### src/rtl/dtlb_perm_guard_pkg.sv
package dtlb_perm_guard_pkg;

    typedef enum logic {
        ST_CLEAN   = 1'b0,
        ST_TRIPPED = 1'b1
    } trk_state_e;

    typedef struct packed {
        logic usr_rd;
        logic sup_rd;
        logic usr_wr;
        logic sup_wr;
    } perm_bits_t;

endpackage

### src/rtl/dpg_perm_sel.sv
module dpg_perm_sel
    import dtlb_perm_guard_pkg::*;
(
    input  logic       lkp_done,
    input  logic       acc_we,
    input  logic       priv_sup,
    input  perm_bits_t perm,
    input  logic       core_fault,
    output logic       rd_miss,
    output logic       wr_miss
);
    logic rd_allow;
    logic wr_allow;
    logic chk_en;

    // privilege picks which bit governs each direction
    always_comb begin
        rd_allow = priv_sup ? perm.sup_rd : perm.usr_rd;
        wr_allow = priv_sup ? perm.sup_wr : perm.usr_wr;
        chk_en   = lkp_done && !core_fault;
        rd_miss  = chk_en && !acc_we && !rd_allow;
        wr_miss  = chk_en &&  acc_we && !wr_allow;
    end
endmodule

### src/rtl/dpg_viol_track.sv
module dpg_viol_track
    import dtlb_perm_guard_pkg::*;
#(
    parameter int CNT_W = 8
) (
    input  logic             clk,
    input  logic             rst,
    input  logic             miss,
    output logic             flag,
    output logic [CNT_W-1:0] cnt
);
    localparam logic [CNT_W-1:0] CNT_MAX = {CNT_W{1'b1}};

    trk_state_e state_q;
    trk_state_e state_d;
    logic [CNT_W-1:0] cnt_q;

    // state register
    always_ff @(posedge clk) begin
        if (rst) state_q <= ST_CLEAN;
        else     state_q <= state_d;
    end

    // transitions: trip on first miss, hold thereafter
    always_comb begin
        state_d = state_q;
        unique case (state_q)
            ST_CLEAN:   if (miss) state_d = ST_TRIPPED;
            ST_TRIPPED: state_d = ST_TRIPPED;
            default:    state_d = ST_CLEAN;
        endcase
    end

    // outputs
    always_comb begin
        unique case (state_q)
            ST_TRIPPED: flag = 1'b1;
            default:    flag = 1'b0;
        endcase
    end

    always_ff @(posedge clk) begin
        if (rst)                          cnt_q <= '0;
        else if (miss && cnt_q != CNT_MAX) cnt_q <= cnt_q + 1'b1;
    end

    assign cnt = cnt_q;
endmodule

### src/rtl/dtlb_perm_guard.sv
module dtlb_perm_guard
    import dtlb_perm_guard_pkg::*;
#(
    parameter int CNT_W = 8
) (
    input  logic             clk,
    input  logic             rst,
    input  logic             lkp_done,
    input  logic             acc_we,
    input  logic             priv_sup,
    input  logic             perm_ur,
    input  logic             perm_sr,
    input  logic             perm_uw,
    input  logic             perm_sw,
    input  logic             core_fault,
    output logic             rd_viol,
    output logic             wr_viol,
    output logic             alarm,
    output logic [CNT_W-1:0] rd_miss_cnt,
    output logic [CNT_W-1:0] wr_miss_cnt
);
    localparam int N_KIND = 2;

    perm_bits_t       perm;
    logic [N_KIND-1:0] miss_vec;
    logic [N_KIND-1:0] flag_vec;
    logic [CNT_W-1:0]  cnt_arr [N_KIND];

    assign perm = '{usr_rd: perm_ur, sup_rd: perm_sr, usr_wr: perm_uw, sup_wr: perm_sw};

    dpg_perm_sel u_sel (
        .lkp_done  (lkp_done),
        .acc_we    (acc_we),
        .priv_sup  (priv_sup),
        .perm      (perm),
        .core_fault(core_fault),
        .rd_miss   (miss_vec[0]),
        .wr_miss   (miss_vec[1])
    );

    // index 0 tracks reads, index 1 tracks writes
    for (genvar k = 0; k < N_KIND; k++) begin : g_trk
        dpg_viol_track #(.CNT_W(CNT_W)) u_trk (
            .clk (clk),
            .rst (rst),
            .miss(miss_vec[k]),
            .flag(flag_vec[k]),
            .cnt (cnt_arr[k])
        );
    end

    assign rd_viol     = flag_vec[0];
    assign wr_viol     = flag_vec[1];
    assign rd_miss_cnt = cnt_arr[0];
    assign wr_miss_cnt = cnt_arr[1];
    assign alarm       = |flag_vec;
endmodule

### config.mk
export PLATFORM = sky130hd
export DESIGN_NAME = dtlb_perm_guard
export DESIGN_NICKNAME = d
export VERILOG_FILES = /design/src/rtl/dtlb_perm_guard_pkg.sv /design/src/rtl/dpg_perm_sel.sv /design/src/rtl/dpg_viol_track.sv /design/src/rtl/dtlb_perm_guard.sv
export SDC_FILE = /design/constraint.sdc
export NUM_CORES = 1
export LEC_CHECK = 0
export BUFFER_PORTS_ARGS = -buffer_cell sky130_fd_sc_hd__buf_4
export CORE_ASPECT_RATIO = 1.1
export CORE_UTILIZATION = 44
export DETAILED_ROUTE_END_ITERATION = 6
export PLACE_DENSITY_LB_ADDON = 0.3
export SLEW_MARGIN = 20
export SYNTH_ARGS = -nofsm -noshare
export SYNTH_HDL_FRONTEND = slang
export SYNTH_SLANG_ARGS = --single-unit
### constraint.sdc
create_clock -name clk -period 1.4 [get_ports clk]
set_input_delay 0 -clock clk [delete_from_list [all_inputs] [get_ports clk]]
set_output_delay 0 -clock clk [all_outputs]
set_load 0.05 [all_outputs]
# ---- Word level (Yosys, flattened, before mapping)
# Index checks and enable logic that the tools add are counted.
dict set report totals {
  mem_bits_rw 0
  romBits 0
  output_inout_bits 19
  in_bits 10
  ff_bits 18
  mem_count 0
  latchBits 0
}
dict set report op_classes {
  n_addsub 2
  reduce_logical 12
  multipliers 0
  eq_ne 2
  order_cmp 0
  div_mod_pow 0
  bitwise_logic 2
  shifts 0
  n_mux 8
}
# operator count
set op_table {}
lappend op_table {{$add A8 B1 Y8 const B} 2}
lappend op_table {{$ne A8 B8 Y1 const B} 2}
lappend op_table {{$logic_and A1 B1 Y1} 7}
lappend op_table {{$mux W1} 6}
lappend op_table {{$logic_not A1 Y1} 4}
lappend op_table {{$pmux W1 S2} 2}
lappend op_table {{$not A1 Y1} 2}
lappend op_table {{$reduce_or A2 Y1} 1}

# ---- Logic depth before layout (Yosys ltp)
dict set report depth {
  depth_word 6
  ltp_mapped 5
  ltp_nobuf 5
}

# ---- Hierarchy
# From an unflattened synthesis, not the netlist that was laid out.
dict set report unflattened {
  hier_cells 99
  area_unflattened_um2 867.1
}
# module cells_each area_per_inst_um2 seq_area_each_um2 instances
set modules_own_cells {}
lappend modules_own_cells {dpg_viol_track 47 405.4 180.2 2}
lappend modules_own_cells {dpg_perm_sel 4 50.0 0.0 1}
lappend modules_own_cells {dtlb_perm_guard 1 6.3 0.0 1}

# ---- Worst setup path after synthesis
# No wires, ideal clock.
dict set report synth_timing {
  path_kind {flip-flop to flip-flop}
  from {register g_trk[1].u_trk.cnt_q[0]}
  to {register g_trk[1].u_trk.cnt_q[0]}
  path_stages_with_launch 6
  t_required_ps 1277
  path_buffers 0
  arrival_time_ps 1726
  setup_slack_ps -449
  cell_sequence {dfxtp_1 ha_1 nand3_1 nor2_1 a21oi_2 mux2_1}
}
dict set report synth_via {
  elab_chain_cells 2
}
# item line_no
set synth_lines {}
lappend synth_lines {{start: declaration} dpg_viol_track.sv:16} ;# logic [CNT_W-1:0] cnt_q;
lappend synth_lines {{start signal: assignment} dpg_viol_track.sv:44} ;# else if (miss && cnt_q != CNT_MAX) cnt_q <= cnt_q + 1'b1;
lappend synth_lines {{parallel branches: the longest is 2 deep, another holds $add A8 B1 Y8} -}
# Several ways; the timed one is not identified.
# A chain may end at the register's enable or synchronous reset.

# ---- Worst setup path after layout
# Same ends and word-level chain as after synthesis.

==> reports/results.ini <==
[outcome]
status = complete, but fails checks
failed_checks = hold timing

[clocking]
clk_pin_slew_worst_paths_ns = 0.10
cts_root_buf = clkbuf_4
clockBufferDepth = 2
insertion_delay_ns = 0.29
cts_sinks = 18
cts_tree = done
holdBufCountCts = 0
htree_levels = 1
cts-buffers-inserted = 3

[worst_setup_path]
crit_buf_inv = 0
cp_slowest_cell = dfxtp_4
crit_chain = ha_2, nand3_2, nor2_4, a21oi_2, mux2_1
cpPeakStageDelay_ns = 0.37
cp_max_fo = 6
worst_ep_required_time_ns = 1.59
cp-start-kind = flop
critical_path_class = flop to flop
cp_top_family = flip-flops
r2r_slack_ns = 0.04
endpoint_kind = flop
cp.arrival_ns = 1.55

[logic_synthesis]
synthFlopType = dfxtp_1
ys_types = 36
yosysWarnings = 0
synth_top_family_by_area = simple AND/OR/NAND/NOR gates
seq_area_frac_synth_pct = 37.5
syn_area_um2 = 960
synth-xor-area-share_pct = 2.74
synth_compound_area_share_pct = 15.0
syn_nets = 117
muxShareOfSynthArea_pct = 7.69
yosys.area.top_type_share_pct = 37.5
synth_edf_count = 0
synth_simple_gate_area_share_pct = 30.0
ys_top_cells_by_area = dfxtp_1 38%, nor2_1 4.3%, mux2i_1 4.2%
avgSynthCellArea_um2 = 9.14
syn_inst = 105
synth-async-reset-ratio_pct = 0
synth_largest_area_cell = dfxtp_1
ys_ff_latch = 18
synth_fa_ha_area_share_pct = 2.61

[finish]
fin_util_pct = 65.5
antenna_cells = 0
final_cell_mix = 34 x buf_4, 12 x dfxtp_2, 10 x nor2_1
syn_to_final_growth_pct = 37.9
num-nets-final = 153
layout-drive-gt1-share_pct = 47.9
nFillCells = 176
final_cells = 168
regArea_um2 = 390
multi_input_area_um2 = 606
final_common_cell = buf_4
stdcell_area_mm2 = 0.00132

[sta]
whs_ns = -0.00145
max_freq_ghz = 0.734
finalCritPeriodShare_pct = 97.3
slew_violations = 0
setup_viol = 0
post-route-min-period_ns = 1.36
tightestPinTransition_ns = 0.257
max_slew_margin_pct = 82.7
finalWorstSetupSlack_ns = 0.0377
tns_ns = 0
clock_skew_ns = 0.00145
finalHoldViolCount = 1

[placed_design]
gp_congestion = 0.857
place_ws_ns = 0.0133
port_buffers = 28
place_area_mm2 = 0.00126
dpl.hpwl_um = 1580
dp.cells = 164

[die]
initial_core_util_pct = 47.5
die_y_um = 51.0
die_w_um = 46.5
io_pins = 29
die-area_mm2 = 0.00237
core_mm2 = 0.00202
fp-row-count = 17

[global_routing]
gr-total-overflow = 0
antenna_found_initial = 0
grt_pass1_vias = 844
grt_pass1_wl_um = 3430
grt_usage_pct = 19.6
grt_max_degree = 22

[drt]
post-route-drc-count = 0
wirelength_um = 2160
antenna_left = 0
dr_wl_met3_um = 106
vias = 909
topRoutingLayerUsed = met4
firstDrtPassIters = 4
drt-initial-drc-count = 25
via_per_inst = 5.41
wl_met2_um = 1150
wl_met1_um = 889
wire_per_inst_um = 12.9

[worst_hold_path]
worstHoldPathType = input pin to flop

[power]
p_per_area_mw_per_mm2 = 678
p_leak_nw = 0.504
max-vdd-ir-drop_v = 0.000533
p_total_mw = 0.898

[flow_run]
drv_cap = 0

## final cells by class
cell class	instances	area share [%]
Sequential cell	18	29.5
Multi-Input combinational cell	81	45.7
Clock buffer	3	1.70
Clock inverter	1	0.284
Timing Repair Buffer	34	19.3
Tap cell	28	2.65
Inverter	3	0.851
## flip-flops by register name, summed over array words and instances, names as in the netlist
signal,flops
g_trk.u_trk.state_q,2
g_trk.u_trk.cnt,16
## timing repair
action / 4_1_cts / 5_1_grt
endpoints found under the setup margin: 1 / 5
resized for setup: 0 / 7
pin swaps: 1 / 3
buffers inserted: 0 / 0
## routing by layer
layer,track usage [%],up-vias
met5,0,-
met4,7.35,0
met3,3.53,2
met2,35.9,30
met1,21.2,415
li1,-,462
## synthesized netlist by cell type, types with 2 or more instances
cell / instances
and3_1: 2
nor3_1: 6
o2111ai_1: 2
dfxtp_1: 18
or3_1: 2
nor4_1: 3
a21oi_1: 6
nor2b_1: 2
mux2i_1: 4
nor2_1: 11
nand2b_1: 4
nand4_1: 2
inv_1: 3
nand3_1: 7
and4_1: 2
ha_1: 2
o21ai_0: 2
a211oi_1: 3
nand2_1: 5
xor2_1: 3
## worst paths after layout
check                                            from                     to  cells past startpoint
worst max-delay path            g_trk[1].u_trk.cnt[0]  g_trk[1].u_trk.cnt[0]                      5
worst min-delay path                              rst  g_trk[0].u_trk.cnt[5]                      2
worst max register to register  g_trk[1].u_trk.cnt[0]  g_trk[1].u_trk.cnt[0]                      5
worst min register to register  g_trk[1].u_trk.cnt[5]  g_trk[1].u_trk.cnt[5]                      1
## cells by family (layout without fill, tap and decap cells)
kind of cell / Yosys count / in the layout
buffers and inverters: 6 / 41
AND/OR/NAND/NOR: 51 / 51
multiplexers: 6 / 6
adder cells (fa/ha/maj): 2 / 2
flip-flops: 18 / 18
XOR/XNOR: 3 / 3
AO/OA/AOI/OAI: 19 / 19
## report_power, final
part | internal [mW] | switching (mW) | leakage [nW] | total, mW
sequential | 0.510 | 0.00530 | 0.155 | 0.516
clock | 0.104 | 0.163 | 0.0154 | 0.266
combinational | 0.0500 | 0.0656 | 0.334 | 0.116
No activity file was read; power rests on OpenSTA's default activity.
